--- config.mk ---
export PLATFORM = sky130hd
export DESIGN_NAME = asram_seq_ctrl
export DESIGN_NICKNAME = d
export VERILOG_FILES = /design/src/rtl/sram_ctrl_pkg.sv /design/src/rtl/asram_ctrl_fsm.sv /design/src/rtl/asram_ctrl_datapath.sv /design/src/rtl/asram_seq_ctrl.sv
export SDC_FILE = /design/constraint.sdc
export NUM_CORES = 1
export LEC_CHECK = 0
export ABC_AREA = 0
export ABC_CLOCK_PERIOD_IN_PS = 4100
export BUFFER_PORTS_ARGS = -buffer_cell sky130_fd_sc_hd__buf_4
export CAP_MARGIN = 20
export CORE_MARGIN = 4
export CORE_UTILIZATION = 39
export CTS_CLUSTER_DIAMETER = 30
export DETAILED_ROUTE_END_ITERATION = 10
export PLACE_DENSITY = 0.64
export REMOVE_ABC_BUFFERS = 1
export SKIP_CTS_REPAIR_TIMING = 1
export SYNTH_ARGS = -nofsm -noshare
export SYNTH_HDL_FRONTEND = slang
export SYNTH_SLANG_ARGS = --single-unit
--- constraint.sdc ---
create_clock -name clk -period 4.1 [get_ports clk]
set_clock_uncertainty 0.05 [all_clocks]
set_input_delay 0.82 -clock clk [delete_from_list [all_inputs] [get_ports clk]]
set_output_delay 0.82 -clock clk [all_outputs]
set_load 0.1 [all_outputs]
--- src/rtl/sram_ctrl_pkg.sv ---
package sram_ctrl_pkg;

  typedef struct packed {
    logic load;     // latch host address and data
    logic capture;  // sample inbound bus into read register
    logic select;   // RAM selected
    logic oeLow;    // read strobe asserted
    logic weLow;    // write strobe asserted
    logic drive;    // controller drives the bus
  } strobe_t;

  function automatic int cyclesFor(input int ns, input int period);
    int c;
    c = (ns + period - 1) / period;
    if (c < 1) c = 1;
    return c;
  endfunction

  function automatic int maxOf(input int a, input int b);
    return (a > b) ? a : b;
  endfunction

endpackage

--- src/rtl/asram_ctrl_fsm.sv ---
module asram_ctrl_fsm
  import sram_ctrl_pkg::*;
#(
  parameter int CLK_PERIOD_NS = 4,
  parameter int T_RD_CYCLE    = 35,
  parameter int T_ADDR_ACC    = 35,
  parameter int T_OE_ACC      = 15,
  parameter int T_WR_CYCLE    = 35,
  parameter int T_WE_PULSE    = 20,
  parameter int T_SEL_TO_END  = 25,
  parameter int T_DATA_SETUP  = 15,
  parameter int T_OE_HZ       = 12,
  parameter int T_WE_HZ       = 15
) (
  input  logic    clk,
  input  logic    rstN,
  input  logic    reqValid,
  input  logic    reqWrite,
  output strobe_t strb,
  output logic    ack
);

  localparam int RD_CYC   = maxOf(cyclesFor(T_RD_CYCLE, CLK_PERIOD_NS),
                                  maxOf(cyclesFor(T_ADDR_ACC, CLK_PERIOD_NS),
                                        cyclesFor(T_OE_ACC, CLK_PERIOD_NS)));
  localparam int WP_CYC   = maxOf(cyclesFor(T_WE_PULSE, CLK_PERIOD_NS),
                                  maxOf(cyclesFor(T_SEL_TO_END, CLK_PERIOD_NS),
                                        cyclesFor(T_DATA_SETUP, CLK_PERIOD_NS)));
  localparam int REC_CYC  = maxOf(1, cyclesFor(T_WR_CYCLE, CLK_PERIOD_NS) - WP_CYC);
  localparam int TURN_CYC = maxOf(cyclesFor(T_OE_HZ, CLK_PERIOD_NS),
                                  cyclesFor(T_WE_HZ, CLK_PERIOD_NS));
  localparam int MAX_CYC  = maxOf(RD_CYC, maxOf(WP_CYC, REC_CYC));
  localparam int CNT_W    = $clog2(MAX_CYC + 1);
  localparam int TURN_W   = $clog2(TURN_CYC + 1);

  typedef enum logic [1:0] {ST_IDLE, ST_READ, ST_WPULSE, ST_WREC} state_t;

  state_t             stateQ, stateD;
  logic [CNT_W-1:0]   cntQ, cntD;
  logic               ackQ, ackD;
  logic [TURN_W-1:0]  oeRunQ;
  logic               turnOk;

  assign turnOk = (oeRunQ == TURN_W'(TURN_CYC));
  assign ack    = ackQ;

  always_comb begin
    stateD = stateQ;
    cntD   = cntQ;
    ackD   = 1'b0;
    strb   = '0;
    unique case (stateQ)
      ST_IDLE: begin
        if (reqValid && !ackQ && (!reqWrite || turnOk)) begin
          strb.load = 1'b1;
          cntD      = '0;
          stateD    = reqWrite ? ST_WPULSE : ST_READ;
        end
      end
      ST_READ: begin
        strb.select = 1'b1;
        strb.oeLow  = 1'b1;
        if (cntQ == CNT_W'(RD_CYC - 1)) begin
          strb.capture = 1'b1;
          ackD         = 1'b1;
          cntD         = '0;
          stateD       = ST_IDLE;
        end else begin
          cntD = cntQ + 1'b1;
        end
      end
      ST_WPULSE: begin
        strb.select = 1'b1;
        strb.weLow  = 1'b1;
        strb.drive  = 1'b1;
        if (cntQ == CNT_W'(WP_CYC - 1)) begin
          cntD   = '0;
          stateD = ST_WREC;
        end else begin
          cntD = cntQ + 1'b1;
        end
      end
      ST_WREC: begin
        strb.select = 1'b1;
        strb.drive  = (cntQ == '0);
        if (cntQ == CNT_W'(REC_CYC - 1)) begin
          ackD   = 1'b1;
          cntD   = '0;
          stateD = ST_IDLE;
        end else begin
          cntD = cntQ + 1'b1;
        end
      end
      default: stateD = ST_IDLE;
    endcase
  end

  always_ff @(posedge clk or negedge rstN) begin
    if (!rstN) begin
      stateQ <= ST_IDLE;
      cntQ   <= '0;
      ackQ   <= 1'b0;
    end else begin
      stateQ <= stateD;
      cntQ   <= cntD;
      ackQ   <= ackD;
    end
  end

  // consecutive cycles with the read strobe released, saturating
  always_ff @(posedge clk or negedge rstN) begin
    if (!rstN) begin
      oeRunQ <= TURN_W'(TURN_CYC);
    end else if (strb.oeLow) begin
      oeRunQ <= '0;
    end else if (!turnOk) begin
      oeRunQ <= oeRunQ + 1'b1;
    end
  end

  assert_ack_single_R7: assert property (@(posedge clk) disable iff (!rstN)
    ackQ |=> !ackQ);

  assert_turnaround_R6: assert property (@(posedge clk) disable iff (!rstN)
    strb.drive |-> turnOk);

  assert_no_accept_on_ack_R7: assert property (@(posedge clk) disable iff (!rstN)
    ackQ |=> !strb.select);

endmodule

--- src/rtl/asram_ctrl_datapath.sv ---
module asram_ctrl_datapath
  import sram_ctrl_pkg::*;
#(
  parameter int ADDR_W = 13,
  parameter int DATA_W = 8
) (
  input  logic              clk,
  input  logic              rstN,
  input  strobe_t           strb,
  input  logic [ADDR_W-1:0] hostAddr,
  input  logic [DATA_W-1:0] hostWdata,
  input  logic [DATA_W-1:0] dqIn,
  output logic [ADDR_W-1:0] memAddr,
  output logic [DATA_W-1:0] dqOut,
  output logic              dqOe,
  output logic [DATA_W-1:0] rdData
);

  logic [ADDR_W-1:0] addrQ;
  logic [DATA_W-1:0] wdataQ;
  logic [DATA_W-1:0] rdDataQ;

  always_ff @(posedge clk or negedge rstN) begin
    if (!rstN) begin
      addrQ  <= '0;
      wdataQ <= '0;
    end else if (strb.load) begin
      addrQ  <= hostAddr;
      wdataQ <= hostWdata;
    end
  end

  always_ff @(posedge clk or negedge rstN) begin
    if (!rstN) begin
      rdDataQ <= '0;
    end else if (strb.capture) begin
      rdDataQ <= dqIn;
    end
  end

  assign memAddr = addrQ;
  assign dqOut   = wdataQ;
  assign dqOe    = strb.drive;
  assign rdData  = rdDataQ;

  assert_addr_stable_R8: assert property (@(posedge clk) disable iff (!rstN)
    (strb.select && $past(strb.select)) |-> $stable(addrQ));

  assert_wdata_stable_R8: assert property (@(posedge clk) disable iff (!rstN)
    (dqOe && $past(dqOe)) |-> $stable(wdataQ));

  assert_no_drive_on_read_R6: assert property (@(posedge clk) disable iff (!rstN)
    dqOe |-> !strb.oeLow);

endmodule

--- src/rtl/asram_seq_ctrl.sv ---
module asram_seq_ctrl
  import sram_ctrl_pkg::*;
#(
  parameter int ADDR_W        = 13,
  parameter int DATA_W        = 8,
  parameter int CLK_PERIOD_NS = 4,
  parameter int T_RD_CYCLE    = 35,
  parameter int T_ADDR_ACC    = 35,
  parameter int T_OE_ACC      = 15,
  parameter int T_WR_CYCLE    = 35,
  parameter int T_WE_PULSE    = 20,
  parameter int T_SEL_TO_END  = 25,
  parameter int T_DATA_SETUP  = 15,
  parameter int T_OE_HZ       = 12,
  parameter int T_WE_HZ       = 15
) (
  input  logic              clk,
  input  logic              rstN,
  input  logic              reqValid,
  input  logic              reqWrite,
  input  logic [ADDR_W-1:0] reqAddr,
  input  logic [DATA_W-1:0] reqWdata,
  output logic              ack,
  output logic [DATA_W-1:0] rdData,
  output logic [ADDR_W-1:0] memAddr,
  output logic              memSelN,
  output logic              memSelP,
  output logic              memRdN,
  output logic              memWrN,
  output logic [DATA_W-1:0] dqOut,
  output logic              dqOe,
  input  logic [DATA_W-1:0] dqIn
);

  strobe_t strb;

  asram_ctrl_fsm #(
    .CLK_PERIOD_NS(CLK_PERIOD_NS), .T_RD_CYCLE(T_RD_CYCLE), .T_ADDR_ACC(T_ADDR_ACC),
    .T_OE_ACC(T_OE_ACC), .T_WR_CYCLE(T_WR_CYCLE), .T_WE_PULSE(T_WE_PULSE),
    .T_SEL_TO_END(T_SEL_TO_END), .T_DATA_SETUP(T_DATA_SETUP),
    .T_OE_HZ(T_OE_HZ), .T_WE_HZ(T_WE_HZ)
  ) u_fsm (
    .clk(clk), .rstN(rstN), .reqValid(reqValid), .reqWrite(reqWrite),
    .strb(strb), .ack(ack)
  );

  asram_ctrl_datapath #(.ADDR_W(ADDR_W), .DATA_W(DATA_W)) u_dp (
    .clk(clk), .rstN(rstN), .strb(strb), .hostAddr(reqAddr), .hostWdata(reqWdata),
    .dqIn(dqIn), .memAddr(memAddr), .dqOut(dqOut), .dqOe(dqOe), .rdData(rdData)
  );

  assign memSelN = !strb.select;
  assign memSelP = strb.select;
  assign memRdN  = !strb.oeLow;
  assign memWrN  = !strb.weLow;

  assert_write_selected_R4: assert property (@(posedge clk) disable iff (!rstN)
    !memWrN |-> (!memSelN && memSelP && memRdN));

  assert_release_after_we_R5: assert property (@(posedge clk) disable iff (!rstN)
    (dqOe && memWrN) |=> !dqOe);

  assert_drive_in_write_R5: assert property (@(posedge clk) disable iff (!rstN)
    !memWrN |-> dqOe);

endmodule

==> impl_metrics.yaml, run 1 <==
run_status:
  status: "finished, final reports clean"
detailed_routing:
  vias_per_cell: 4.95
  vias: 1266
  wl_met3_um: 352
  met2WireLength_um: 1810
  dr.pass1.iters: 4
  top_layer: "met4"
  wl_per_cell_um: 14.7
  totalWireLength_um: 3770
  drtAntennaViolNets: 0
  drt-met1-wl_um: 1530
  drc: 0
  drt-initial-drc-count: 78
worst_setup_path:
  required_ns: 3.23
  crit_path_max_fanout: 4
  crit_chain: "inv_1, ha_1, nor3b_1, o21a_1, buf_4"
  crit_buf_inv: 2
  timing.rr.end: "u_dp.memAddr[7]$_DFFE_PN0P_"
  cp_top_family: "flip-flops"
  worst_setup_path_end_kind: "output pin"
  slowest_delay_ns: 0.42
  crit_slowest_cell: "dfrtp_1"
  startpoint: "u_fsm.cntQ[0]$_DFFE_PN0P_"
  r2r_slack_ns: 1.98
  r2r_start: "u_fsm.oeRunQ[0]$_DFFE_PN0P_"
  worstSetupPathType: "flop to output pin"
  start_kind: "flop"
  rr_worst_depth: 6
  worstPathArrival_ns: 1.72
clocking:
  htreeDepth: 2
  cts.clk_slew.worst_paths_ns: 0.07
  cts_sinks: 39
  cts_tree: "yes"
  cts_buffer_depth: 2
  cts_made_buffers: 5
  clkLatencyLatePin_ns: 0.28
  clockRootBuffer: "clkbuf_8"
yosys:
  syn_inst: 133
  synth_top_area_share_pct: 51.3
  synth-edff-count: 0
  synth_largest_area_cell: "dfrtp_1"
  ys_types: 35
  avgSynthCellArea_um2: 13.9
  yosysMostFrequentCell: "dfrtp_1"
  ys_seq_area_share_pct: 52.7
  synth.area.top_cells: "dfrtp_1 51%, mux2_4 16%, mux2_2 5.5%"
  synth-async-reset-ratio_pct: 100
  synthTopCellsByCount: "38 x dfrtp_1, 20 x mux2_4, 9 x mux2_2"
  ys_ff_latch: 39
  synth_area_um2: 1850
  yosys_warnings: 0
  synth_flop_cell: "dfrtp_1"
floorplanning:
  fp-row-count: 24
  core_um2: 4470
  io_pins: 68
  die_h_um: 76.9
  dieWidth_um: 76.9
  die_area_um2: 5920
  start_util_pct: 41.4
timing:
  post-route-period-util_pct: 63.2
  setup_viol: 0
  rsz0062_at_grt: "no"
  timing.setup.tns_ns: 0
  finalWorstSetupSlack_ns: 1.51
  finalCriticalPeriod_ns: 2.59
  relSlewSlack_pct: 67.4
  finalHoldViolCount: 0
  slew_viol_final: 0
  tightest_slew_ns: 0.489
  fmax_mhz: 386
placement:
  preCtsSetupSlack_ns: 1.80
  io_buffers: 67
  gp_congestion: 0.821
  dp_hpwl_um: 2880
global_route:
  first_global_vias: 1461
  grt_antenna_before_repair: 0
  grt.total_usage_pct: 13.8
  grt-ovfl-total: 0
  grt_pass1_wl_um: 6530
  grt_max_degree: 40
layout:
  syn_to_final_growth_pct: 32.3
  drive_above_1_share_pct: 53.9
  utilization_pct: 54.8
  fillers: 372
  nets: 242
  antenna-diode-count: 0
flow_run:
  maxCapViolCount: 0
worst_hold_path:
  hp-class: "primary input to async pin"
-- how the worst max path moves through the flow --
stage	end	slack (ns)	depth (start not counted)
global placement	u_dp.memAddr[7]$_DFFE_PN0P_	1.84	4
finish	dqOe	1.51	5
floorplan	u_dp.memAddr[7]$_DFFE_PN0P_	1.14	4
CTS	dqOe	1.52	5
global route	dqOe	1.40	5
detailed placement	u_dp.memAddr[7]$_DFFE_PN0P_	1.80	4
-- routing by layer --
metal,global-route usage (%),vias up
met4,5.25,0
li1,-,599
met3,6.09,9
met1,16.5,604
met2,21.7,54
met5,0,-
-- worst register-to-register path, cell delays in order, from the launching register on --
cell	delay [ns]
dfrtp_1	0.41
inv_1	0.07
ha_1	0.20
nand2_2	0.09
a211o_4	0.39
nor2_8	0.40
mux2_2	0.40
-- final cells by class --
type                    count  area (µm²)  area share (%)
multi-input cells          81         792            32.3
clock buffers               7        76.3            3.11
clock inverters             1        5.00           0.204
well taps                  52        65.1            2.65
repair buffers             67         503            20.5
inverters                   9        33.8            1.38
flip-flops and latches     39         977            39.8
-- through the flow --
stage | instances | hold slack [ns] | area (µm²)
floorplan | 129 | 0.474 | 1800
global placement | 248 | 0.441 | 2370
detailed placement | 248 | 0.447 | 2370
CTS | 256 | 0.455 | 2450
global route | 256 | 0.476 | 2450
finish | 256 | 0.440 | 2450
-- cells in the final DEF (no fill, tap or decap), types with 2 or more instances in the layout --
cell and count:
buf_4 67, ha_1 6, nand2b_1 2, clkbuf_8 5
a31oi_1 2, a211oi_1 2, nand3b_1 3, mux2_4 20
a21oi_1 4, nand2_1 7, mux2_2 9, nand3_1 4
inv_1 8, nand4bb_1 2, o21ai_0 3, clkbuf_1 2
dfrtp_1 38
-- sequential cells by signal, summed over array words and instances, names as in the netlist --
signal and flops:
u_fsm.cntQ 4, u_dp.memAddr 13, u_fsm.stateQ 2, u_dp.rdData 8
u_dp.dqOut 8, u_fsm.oeRunQ 3, u_fsm.ack 1
-- cells by family (layout without fill, tap and decap cells) --
group	Yosys count	after routing	share of synthesized area, %
flops	39	39	52.7
mux	29	29	21.7
compound gates	18	18	6.89
xor+xnor	1	1	0.473
fa+ha+maj	6	6	4.05
simple gates	27	27	9.66
buf+inv	13	84	4.52
Power of run 1 is not shown: default switching activity piles up to over one toggle a cycle in this logic, so the estimate is an artifact.
==> inputs of run 2 (changes only) <==
Settings changed: ABC_CLOCK_PERIOD_IN_PS 4100 to 2350, PLACE_DENSITY 0.64 to 0.67.
Clock period 4.1 ns to 2.35 ns, I/O delays scaled along.
==> impl_metrics.yaml, run 2 (synthesis results as in run 1) <==
run_status:
  status: "finished, final reports clean"
floorplanning:
  die_area_um2: 5920
  core_um2: 4470
  die_h_um: 76.9
  io_pins: 68
  start_util_pct: 41.4
  fp-row-count: 24
  dieWidth_um: 76.9
timing:
  timing.setup.tns_ns: 0
  fmax_mhz: 459
  slew_viol_final: 0
  finalWorstSetupSlack_ns: 0.171
  post-route-period-util_pct: 92.7
  finalCriticalPeriod_ns: 2.18
  setup_viol: 0
  relSlewSlack_pct: 68.0
  tightest_slew_ns: 0.480
  rsz0062_at_grt: "no"
  finalHoldViolCount: 0
layout:
  drive_above_1_share_pct: 55.3
  utilization_pct: 56.2
  syn_to_final_growth_pct: 35.7
  layout_commonest_cell: "buf_4"
  fillers: 369
  final_cell_mix: "67 x buf_4, 38 x dfrtp_1, 20 x mux2_4, 9 x mux2_2, 8 x inv_1"
  nets: 244
  instances_no_fill: 258
  antenna-diode-count: 0
  largest_reg_flops: 13
worst_setup_path:
  start_kind: "flop"
  worstPathArrival_ns: 1.66
  crit_buf_inv: 2
  worstSetupPathType: "flop to output pin"
  rr_worst_depth: 7
  crit_path_max_fanout: 4
  crit_slowest_cell: "dfrtp_1"
  r2r_slack_ns: 0.28
  r2r_start: "u_fsm.oeRunQ[0]$_DFFE_PN0P_"
  crit_chain: "inv_1, ha_1, nor3b_1, o21a_1, buf_6"
  crit_cells: 5
  timing.rr.end: "u_dp.dqOut[4]$_DFFE_PN0P_"
  slowest_delay_ns: 0.42
  cp_top_family: "flip-flops"
  worst_setup_path_end_kind: "output pin"
  required_ns: 1.83
global_route:
  grt_pass1_wl_um: 6340
  grt_max_degree: 40
  grt.total_usage_pct: 13.6
  first_global_vias: 1374
  grt_antenna_before_repair: 0
  grt-ovfl-total: 0
detailed_routing:
  dr.pass1.iters: 4
  drc: 0
  drtAntennaViolNets: 0
  vias_per_cell: 4.86
  wl_per_cell_um: 15.1
  drt-initial-drc-count: 62
  totalWireLength_um: 3900
  vias: 1255
placement:
  gp_congestion: 0.828
  dp_hpwl_um: 3030
  io_buffers: 67
  preCtsSetupSlack_ns: 0.277
  place_inst: 250
clocking:
  cts.clk_slew.worst_paths_ns: 0.07
  clockRootBuffer: "clkbuf_8"
  cts_buffer_depth: 2
  cts_sinks: 39
  htreeDepth: 2
  cts_tree: "yes"
  clkLatencyLatePin_ns: 0.29
  cts_made_buffers: 5
worst_hold_path:
  hp-class: "primary input to async pin"
flow_run:
  maxCapViolCount: 0
run 2: cell types whose count changed in the layout (fill, tap and decap cells not counted), sizes merged:
cell and change:
buf +2, bufinv +1, clkbuf -2, clkinv +1
run 2: layer usage:
layer | vias to the layer above | GRT usage [%] | wire length [µm]
met5 | - | 0 | 0
met4 | 0 | 5.98 | 72
met3 | 6 | 5.74 | 382
met2 | 56 | 20.3 | 1750
met1 | 588 | 17.2 | 1690
li1 | 605 | - | -
run 2: layout make-up:
type                       instances  area (µm²)  area share [%]
sequential                        39         977            38.9
multi-input combinational         81         792            31.5
timing repair buffer              69         534            21.2
clock buffer                       5        68.8            2.74
tap                               52        65.1            2.59
clock inverter                     3        43.8            1.74
inverter                           9        33.8            1.34
run 2: worst max-delay path by stage:
stage                                            from                     endpoint
after floorplan           u_fsm.stateQ[1]$_DFFE_PN0P_  u_dp.memAddr[7]$_DFFE_PN0P_
after global placement    u_fsm.oeRunQ[0]$_DFFE_PN0P_    u_dp.dqOut[3]$_DFFE_PN0P_
after detailed placement  u_fsm.oeRunQ[0]$_DFFE_PN0P_    u_dp.dqOut[4]$_DFFE_PN0P_
after CTS                   u_fsm.cntQ[0]$_DFFE_PN0P_                         dqOe
after global routing        u_fsm.cntQ[0]$_DFFE_PN0P_                         dqOe
final                       u_fsm.cntQ[0]$_DFFE_PN0P_                         dqOe
run 2: worst reg2reg max path, cell delays in order, from the launching register on:
cell     delay [ns]
dfrtp_1        0.41
inv_1          0.07
ha_1           0.20
nand2_2        0.09
a211o_4        0.39
nor2_8         0.25
buf_4          0.21
mux2_4         0.30
run 2: per-stage QoR:
| step | hold slack (ns) | cell area [µm²] |
|---|---|---|
| after global routing | 0.120 | 2510 |
| after global placement | 0.411 | 2400 |
| after CTS | 0.0934 | 2510 |
| final | 0.0904 | 2510 |
| after detailed placement | 0.419 | 2400 |
| after floorplan | 0.124 | 1800 |
Power of run 2 is left out for the same reason.
